[src/rtl/tw_pkg.sv]
package tw_pkg;
  typedef enum int unsigned {
    FOL_SYNC_TX = 0,
    FOL_DREQ_TX = 1,
    FOL_DREQ_RX = 2
  } fol_idx_e;

  localparam int unsigned FOL_N = 3;
endpackage

[src/rtl/tw_stamp_slot.sv]
module tw_stamp_slot #(
  parameter int unsigned TS_W  = 64,
  parameter int unsigned TAG_W = 8
) (
  input  logic             clk,
  input  logic             rst_n,
  input  logic             start,
  input  logic             done,
  input  logic             armed,
  input  logic [TAG_W-1:0] ref_tag,
  input  logic             in_vld,
  input  logic [TAG_W-1:0] in_tag,
  input  logic [TS_W-1:0]  in_ts,
  output logic             held,
  output logic [TS_W-1:0]  ts_q
);
  logic            accept;
  logic            held_d;
  logic [TS_W-1:0] ts_d;

  always_comb begin
    accept = in_vld && armed && !start && !held && (in_tag == ref_tag);
    if (start || done) held_d = 1'b0;
    else               held_d = held || accept;
    ts_d = accept ? in_ts : ts_q;
  end

  always_ff @(posedge clk or negedge rst_n) begin
    if (!rst_n) begin
      held <= 1'b0;
      ts_q <= '0;
    end else begin
      held <= held_d;
      ts_q <= ts_d;
    end
  end

  a_r9_first_kept: assert property (@(posedge clk) disable iff (!rst_n)
    (held && !start && !done) |=> $stable(ts_q));
  a_r5_tag_match: assert property (@(posedge clk) disable iff (!rst_n)
    $rose(held) |-> ($past(in_tag) == $past(ref_tag)));
  a_r6_needs_sync: assert property (@(posedge clk) disable iff (!rst_n)
    $rose(held) |-> $past(armed));
  a_r10_not_with_sync: assert property (@(posedge clk) disable iff (!rst_n)
    start |=> !held);
endmodule

[src/rtl/tw_delay_math.sv]
module tw_delay_math #(
  parameter int unsigned TS_W = 64
) (
  input  logic [TS_W-1:0] t_sync_tx,
  input  logic [TS_W-1:0] t_sync_rx,
  input  logic [TS_W-1:0] t_dreq_tx,
  input  logic [TS_W-1:0] t_dreq_rx,
  output logic [TS_W-1:0] delay,
  output logic [TS_W-1:0] offset
);
  localparam int unsigned SUM_W = TS_W + 1;

  logic signed [TS_W-1:0]  fwd;
  logic signed [TS_W-1:0]  rev;
  logic signed [SUM_W-1:0] sum;
  logic signed [SUM_W-1:0] half;

  always_comb begin
    fwd    = $signed(t_sync_rx - t_sync_tx);
    rev    = $signed(t_dreq_rx - t_dreq_tx);
    sum    = SUM_W'(fwd) + SUM_W'(rev);
    half   = sum >>> 1;
    delay  = half[TS_W-1:0];
    offset = fwd - delay;
  end
endmodule

[src/rtl/tw_offset_calc.sv]
module tw_offset_calc
  import tw_pkg::*;
#(
  parameter int unsigned TS_W  = 64,
  parameter int unsigned TAG_W = 8
) (
  input  logic             clk,
  input  logic             rst_n,
  input  logic             sync_tx_vld,
  input  logic [TAG_W-1:0] sync_tx_tag,
  input  logic [TS_W-1:0]  sync_tx_ts,
  input  logic             sync_rx_vld,
  input  logic [TAG_W-1:0] sync_rx_tag,
  input  logic [TS_W-1:0]  sync_rx_ts,
  input  logic             dreq_tx_vld,
  input  logic [TAG_W-1:0] dreq_tx_tag,
  input  logic [TS_W-1:0]  dreq_tx_ts,
  input  logic             dreq_rx_vld,
  input  logic [TAG_W-1:0] dreq_rx_tag,
  input  logic [TS_W-1:0]  dreq_rx_ts,
  output logic             res_vld,
  output logic [TS_W-1:0]  mean_delay,
  output logic [TS_W-1:0]  clk_offset
);
  logic [FOL_N-1:0] f_vld;
  logic [TAG_W-1:0] f_tag  [FOL_N];
  logic [TS_W-1:0]  f_ts   [FOL_N];
  logic [FOL_N-1:0] f_held;
  logic [TS_W-1:0]  f_q    [FOL_N];

  logic             anc_held, anc_held_d;
  logic [TAG_W-1:0] anc_tag,  anc_tag_d;
  logic [TS_W-1:0]  anc_ts,   anc_ts_d;
  logic             complete;
  logic             res_vld_d;
  logic [TS_W-1:0]  delay_c, offset_c;
  logic [TS_W-1:0]  delay_d, offset_d;

  always_comb begin
    f_vld[FOL_SYNC_TX] = sync_tx_vld;
    f_vld[FOL_DREQ_TX] = dreq_tx_vld;
    f_vld[FOL_DREQ_RX] = dreq_rx_vld;
    f_tag[FOL_SYNC_TX] = sync_tx_tag;
    f_tag[FOL_DREQ_TX] = dreq_tx_tag;
    f_tag[FOL_DREQ_RX] = dreq_rx_tag;
    f_ts[FOL_SYNC_TX]  = sync_tx_ts;
    f_ts[FOL_DREQ_TX]  = dreq_tx_ts;
    f_ts[FOL_DREQ_RX]  = dreq_rx_ts;
  end

  assign complete = anc_held && (&f_held);

  genvar gi;
  generate
    for (gi = 0; gi < FOL_N; gi++) begin : g_fol
      tw_stamp_slot #(.TS_W(TS_W), .TAG_W(TAG_W)) u_slot (
        .clk     (clk),
        .rst_n   (rst_n),
        .start   (sync_rx_vld),
        .done    (complete),
        .armed   (anc_held),
        .ref_tag (anc_tag),
        .in_vld  (f_vld[gi]),
        .in_tag  (f_tag[gi]),
        .in_ts   (f_ts[gi]),
        .held    (f_held[gi]),
        .ts_q    (f_q[gi])
      );
    end
  endgenerate

  tw_delay_math #(.TS_W(TS_W)) u_math (
    .t_sync_tx (f_q[FOL_SYNC_TX]),
    .t_sync_rx (anc_ts),
    .t_dreq_tx (f_q[FOL_DREQ_TX]),
    .t_dreq_rx (f_q[FOL_DREQ_RX]),
    .delay     (delay_c),
    .offset    (offset_c)
  );

  always_comb begin
    anc_held_d = anc_held;
    anc_tag_d  = anc_tag;
    anc_ts_d   = anc_ts;
    if (sync_rx_vld) begin
      anc_held_d = 1'b1;
      anc_tag_d  = sync_rx_tag;
      anc_ts_d   = sync_rx_ts;
    end else if (complete) begin
      anc_held_d = 1'b0;
    end
    res_vld_d = complete;
    delay_d   = complete ? delay_c  : mean_delay;
    offset_d  = complete ? offset_c : clk_offset;
  end

  always_ff @(posedge clk or negedge rst_n) begin
    if (!rst_n) begin
      anc_held   <= 1'b0;
      anc_tag    <= '0;
      anc_ts     <= '0;
      res_vld    <= 1'b0;
      mean_delay <= '0;
      clk_offset <= '0;
    end else begin
      anc_held   <= anc_held_d;
      anc_tag    <= anc_tag_d;
      anc_ts     <= anc_ts_d;
      res_vld    <= res_vld_d;
      mean_delay <= delay_d;
      clk_offset <= offset_d;
    end
  end

  a_r8_single_pulse: assert property (@(posedge clk) disable iff (!rst_n)
    res_vld |=> !res_vld);
  a_r8_after_full_set: assert property (@(posedge clk) disable iff (!rst_n)
    res_vld |-> ($past(anc_held) && $past(&f_held)));
  a_r7_sync_clears: assert property (@(posedge clk) disable iff (!rst_n)
    sync_rx_vld |=> (f_held == '0));
  a_r11_hold_values: assert property (@(posedge clk) disable iff (!rst_n)
    !res_vld |-> ($stable(mean_delay) && $stable(clk_offset)));
endmodule

[config.mk]
export PLATFORM = sky130hd
export DESIGN_NAME = tw_offset_calc
export DESIGN_NICKNAME = d
export VERILOG_FILES = /design/src/rtl/tw_pkg.sv /design/src/rtl/tw_stamp_slot.sv /design/src/rtl/tw_delay_math.sv /design/src/rtl/tw_offset_calc.sv
export SDC_FILE = /design/constraint.sdc
export NUM_CORES = 1
export LEC_CHECK = 0
export ABC_AREA = 1
export BUFFER_PORTS_ARGS = -buffer_cell sky130_fd_sc_hd__buf_2
export CAP_MARGIN = 20
export CELL_PAD_IN_SITES_DETAIL_PLACEMENT = 1
export CELL_PAD_IN_SITES_GLOBAL_PLACEMENT = 1
export CORE_AREA = 2 2 367 224
export CTS_CLUSTER_DIAMETER = 60
export DETAILED_ROUTE_END_ITERATION = 8
export DIE_AREA = 0 0 369 226
export GPL_ROUTABILITY_DRIVEN = 0
export PLACE_DENSITY_LB_ADDON = 0.1
export SYNTH_ARGS = -nofsm -noshare
export SYNTH_HDL_FRONTEND = slang
export SYNTH_SLANG_ARGS = --single-unit
[constraint.sdc]
create_clock -name clk -period 6.1 [get_ports clk]
set_clock_uncertainty 0.1 [all_clocks]
set_input_delay 0 -clock clk [delete_from_list [all_inputs] [get_ports clk]]
set_output_delay 0 -clock clk [all_outputs]
set_load 0.02 [all_outputs]
# --- Word level (Yosys, flattened, before mapping) ---
# Index checks and enable logic that the tools add are counted.
totals:
  regBits: 397
  in_bits: 294
  wordCells: 47
classes:
  add_sub_neg: 4
  eq_ne: 3
  mux: 5
  n_reduce_logical: 23
op_table:
  columns: ["op", "count"]
  rows:
  - ["$sub A64 B64 Y64", 3]
  - ["$add A64 B64 Y65", 1]
  - ["$eq A8 B8 Y1", 3]
  - ["$logic_and A1 B1 Y1", 13]
  - ["$mux W1", 5]
  - ["$logic_not A1 Y1", 4]
  - ["$logic_or A1 B1 Y1", 4]
  - ["$reduce_and A3 Y1", 1]
  - ["$reduce_bool A2 Y1", 1]

# --- Longest topological paths before layout ---
depth:
  ltp_word: 6
  mapped_depth: 44

# --- Modules after synthesis ---
# Synthesis repeated with hierarchy kept, for this count alone.
hier_totals:
  hier_cells: 4488
  area_unflattened_um2: 32027.0
modules_own_cells:
  columns: ["mod", "instances", "cells_each", "area_each_um2", "seq_area_each_um2"]
  rows:
  - ["tw_delay_math", 1, 2625, 15150.8, 0.0]
  - ["tw_stamp_slot", 3, 332, 3031.7, 1626.6]
  - ["tw_offset_calc", 1, 867, 7781.2, 5054.8]

# --- Least setup slack after synthesis ---
# OpenSTA, ideal clock, no wires.
synth_timing:
  kind: "register -> register"
  start: "reg anc_ts[0]"
  end: "reg clk_offset[53]"
  setup_ns: 0.118
  t_arrival_ns: 4.717
  setup_slack_ns: 1.165
  stages_incl_launch_ff: 39
  period_less_slack_ns: 4.935
  cell_sequence: "dfrtp_1 inv_1 ha_1 inv_1 fa_1 nand3_1 nand2_1 a21oi_2 o21bai_1 a31oi_1 o21ai_1 nand3_1 nand2_1 nand2_1 nand2_1 ha_1 nand2_1 nor2_1 [... 3 more ...] nor2_1 nand2_1 or2_1 nand4_1 nand2_1 ha_1 nand2_1 nor2_1 inv_1 nor2_1 inv_1 nor2_1 nand2_1 or2_1 nand3_1 nand2_1 nand3_1 nand2_1"
synth_via:
  elab_chain_len: 3
synth_lines:
  columns: ["item", "line_no", "rtl"]
  rows:
  - ["start: declaration", "tw_offset_calc.sv:33", "logic [TS_W-1:0] anc_ts, anc_ts_d;"]
  - ["start signal: assignment", "tw_offset_calc.sv:108", "anc_ts <= anc_ts_d;"]
  - ["$sub A64 B64 Y64 *", "tw_delay_math.sv:19", "fwd = $signed(t_sync_rx - t_sync_tx);"]
  - ["$add A64 B64 Y65", "tw_delay_math.sv:21", "sum = SUM_W'(fwd) + SUM_W'(rev);"]
  - ["$sub A64 B64 Y64 *", "tw_delay_math.sv:24", "offset = fwd - delay;"]
  - ["end signal: assignment", "tw_offset_calc.sv:111", "clk_offset <= offset_d;"]
  - ["end: declaration", "tw_offset_calc.sv:23", "output logic [TS_W-1:0] clk_offset"]
# Every way passes the cells marked *; elsewhere a longest branch is shown, timed or not.
# A chain may end at the register's enable or synchronous reset.

# --- Worst setup path in the final report ---
layout_timing:
  start: "reg g_fol[1].u_slot.ts_q[22]"
  end: "reg clk_offset[63]"
layout_via:
  elab_chain_len: 3
layout_lines:
  columns: ["item", "line_no", "rtl"]
  rows:
  - ["start: declaration", "tw_stamp_slot.sv:15", "output logic [TS_W-1:0] ts_q"]
  - ["start signal: assignment", "tw_stamp_slot.sv:34", "ts_q <= ts_d;"]
  - ["$sub A64 B64 Y64", "tw_delay_math.sv:20", "rev = $signed(t_dreq_rx - t_dreq_tx);"]
  - ["$add A64 B64 Y65", "tw_delay_math.sv:21", null]
  - ["$sub A64 B64 Y64", "tw_delay_math.sv:24", null]
# Every way passes these cells.

==> impl_metrics.json <==
{
  "clk_pin_slew_ns": 0.08,
  "gr-total-overflow": 0,
  "h-tree-depth": 2,
  "cts_root_buffer": "clkbuf_16",
  "cts_max_path_buffers": 3,
  "grt_pass1_vias": 39595,
  "synth_area_sq_mm": 0.0333,
  "insertion_delay_ns": 0.63,
  "synth_warnings": 0,
  "finalHoldViolations": 0,
  "maxCapViolations": 0,
  "dpl.hpwl_um": 118000,
  "failed_checks": "negative setup slack",
  "drt_iter0_drc": 3221,
  "worst_pin_slew_ns": 1.21,
  "die_w_um": 369,
  "yosys.area.top_type": "dfrtp_1",
  "slew_violations": 0,
  "synth_edf_count": 0,
  "dieArea_sq_mm": 0.0834,
  "drive_gt1_share_pct": 30.9,
  "cpMostUsedCell": "nand2_1",
  "setup_violations": 1,
  "rsz0062_at_grt": "true",
  "cpPeakStageDelay_ns": 0.42,
  "setup_ws_ns": -0.00520,
  "ys_seq_area_share_pct": 29.8,
  "ys_top_cells_by_area": "dfrtp_1 (30%), nand2_1 (13%), ha_1 (9.5%)",
  "yosysMostFrequentCell": "nand2_1",
  "postSynthRegisterBits": 397,
  "outcome": "finished, violations left",
  "cp_max_fo": 4,
  "grt_pass1_wl_um": 238000,
  "cp-start-kind": "register",
  "crit_arrival_ns": 6.51,
  "rows": 81,
  "max_slew_margin_pct": 19.5,
  "routed_wl_um": 164000,
  "fp.coreArea_sq_mm": 0.0803,
  "critical-path-slowest-cell": "dfrtp_1",
  "postRouteAntennaNets": 0,
  "syn_nets": 5121,
  "finalCriticalPeriod_ns": 6.11,
  "critPathKind": "register to register",
  "worstPathRequired_ns": 6.50,
  "routed-via-count": 38809,
  "portBuffers": 422,
  "fin_nets": 6423,
  "cts_tree": "yes",
  "grtUsageTotal_pct": 37.1,
  "wl_per_cell_um": 23.4,
  "yosys.area.top_type_share_pct": 29.8,
  "grt_antenna_before_repair": 5,
  "rrSetupSlack_ns": -0.005,
  "fmax_mhz": 164,
  "period_share_pct": 100,
  "synthTopCellsByCount": "nand2_1 (1175), inv_1 (616), nor2_1 (434), dfrtp_1 (397), a21oi_1 (325)",
  "setup_tns_ns": -0.00520,
  "die_h_um": 226,
  "grt_max_degree": 144,
  "pre_cts_ws_ns": -0.378,
  "synth_flop_cell": "dfrtp_1",
  "cts_buffers": 43,
  "critPathCaptureType": "register",
  "num_io_pins": 423,
  "initial_core_util_pct": 41.5,
  "synthDistinctLibCells": 66,
  "drtPass1Iterations": 5,
  "clock_sinks": 397,
  "synthCells": 4571,
  "synthToLayoutAreaGrowth_pct": 44.0,
  "syn_avg_cell_area_sq_um": 7.29,
  "drt-vias-per-instance": 5.55,
  "drc": 0,
  "async_flop_share_pct": 100,
  "worstHoldPathType": "input port to register",
  "nFillCells": 10000
}
[routing by layer]
layer	up-vias	routed length (um)	track usage (%)
met5	-	13	0
met4	2	5860	10.3
met3	370	15500	8.03
met2	1705	72100	58.1
met1	19154	70400	51.5
li1	17578	-	-
[registers in the layout, indices dropped and copies added (netlist names)]
register           count
clk_offset            64
mean_delay            64
res_vld                1
g_fol.u_slot.held      3
anc_ts                64
g_fol.u_slot.ts_q    192
anc_tag                8
anc_held               1
[through the flow]
step / area, sq um / util (%) / cells / hold WS, ns
floorplan: 33300 / - / 4571 / -0.396
global placement: 40700 / 50.7 / 6571 / 0.0355
detailed placement: 40700 / 50.7 / 6571 / 0.0434
CTS: 45500 / 56.6 / 6950 / 0.000880
global route: 48000 / 59.8 / 6988 / 0.0404
finish: 48000 / 59.8 / 6991 / 0.0102
[layout by cell type, fill, tap and decap left out, types with 24 or more instances in the layout]
| cell | Yosys | final |
|---|---|---|
| dfrtp_1 | 397 | 396 |
| nand2_1 | 1175 | 1123 |
| nor3_1 | 52 | 35 |
| ha_1 | 252 | 173 |
| a21oi_1 | 325 | 228 |
| a21o_1 | 42 | 42 |
| ha_2 | 0 | 39 |
| ha_4 | 0 | 40 |
| o21ai_1 | 33 | 63 |
| o21ai_0 | 232 | 181 |
| dlygate4sd3_1 | 0 | 304 |
| mux2_1 | 49 | 49 |
| nand4_1 | 24 | 24 |
| o21bai_1 | 64 | 45 |
| buf_2 | 6 | 421 |
| mux2_4 | 49 | 49 |
| buf_4 | 4 | 588 |
| inv_1 | 616 | 606 |
| nor2_2 | 8 | 82 |
| o21ai_2 | 12 | 30 |
| nand2_2 | 30 | 76 |
| nand3_1 | 156 | 143 |
| xor2_1 | 118 | 99 |
| xnor2_1 | 87 | 67 |
| clkbuf_16 | 0 | 44 |
| mux2_2 | 94 | 94 |
| nor2_1 | 434 | 344 |
| a21oi_2 | 11 | 101 |
| a31oi_1 | 59 | 40 |
[cell families (layout without fill, tap and decap cells)]
logic type	Yosys count	after routing	share of synthesized area [%]
mux	192	192	7.04
fa+ha+maj	256	256	9.70
flops	397	397	29.8
simple gates	1966	1966	24.5
other cells	0	5	0
buf+inv	692	2028	8.21
xor+xnor	208	208	5.54
compound gates	860	860	15.2
[worst max-delay path, delay by kind of cell, from the launching register on]
family / cells / cell delay (ns)
compound gates: 5 / 0.87
xor+xnor: 1 / 0.16
fa+ha+maj: 3 / 1.11
buf+inv: 7 / 0.90
flops: 1 / 0.42
simple gates: 19 / 2.43
[path summary, 6_finish.rpt]
check | depth (start not counted) | start | endpoint
min reg2reg | 2 | clk_offset[50] | clk_offset[50]
max in group asynchronous | 4 | rst_n | clk_offset[48]
max reg2reg | 35 | g_fol[1].u_slot.ts_q[22] | clk_offset[63]
min | 5 | dreq_rx_tag[3] | g_fol[2].u_slot.ts_q[52]
min in group asynchronous | 3 | rst_n | anc_tag[0]
max | 35 | g_fol[1].u_slot.ts_q[22] | clk_offset[63]
[timing repair]
| item | 4_1_cts | 5_1_grt |
|---|---|---|
| cloned | 0 | 0 |
| hold endpoints to repair | 376 | 11 |
| hold buffers | 298 | 6 |
| endpoints found under the setup margin | 29 | 44 |
| gates resized for setup | 57 | 541 |
| buffers inserted | 2 | 28 |
| pin swaps | 5 | 81 |
[layout make-up]
type                       instances  area (sq um)  share of cell area [%]
multi-input combinational       3482         23100                    48.1
sequential                       397          9940                    20.7
timing repair buffer            1322          9750                    20.3
inverter                         627          2360                    4.92
tap                             1079          1350                    2.81
clock buffer                      58          1220                    2.55
clock inverter                    21           254                   0.529
antenna                            5          12.5                  0.0261
Power is left out: the tool's default activity adds up to more than one toggle a clock period on the data nets, which glitch-free logic cannot reach.
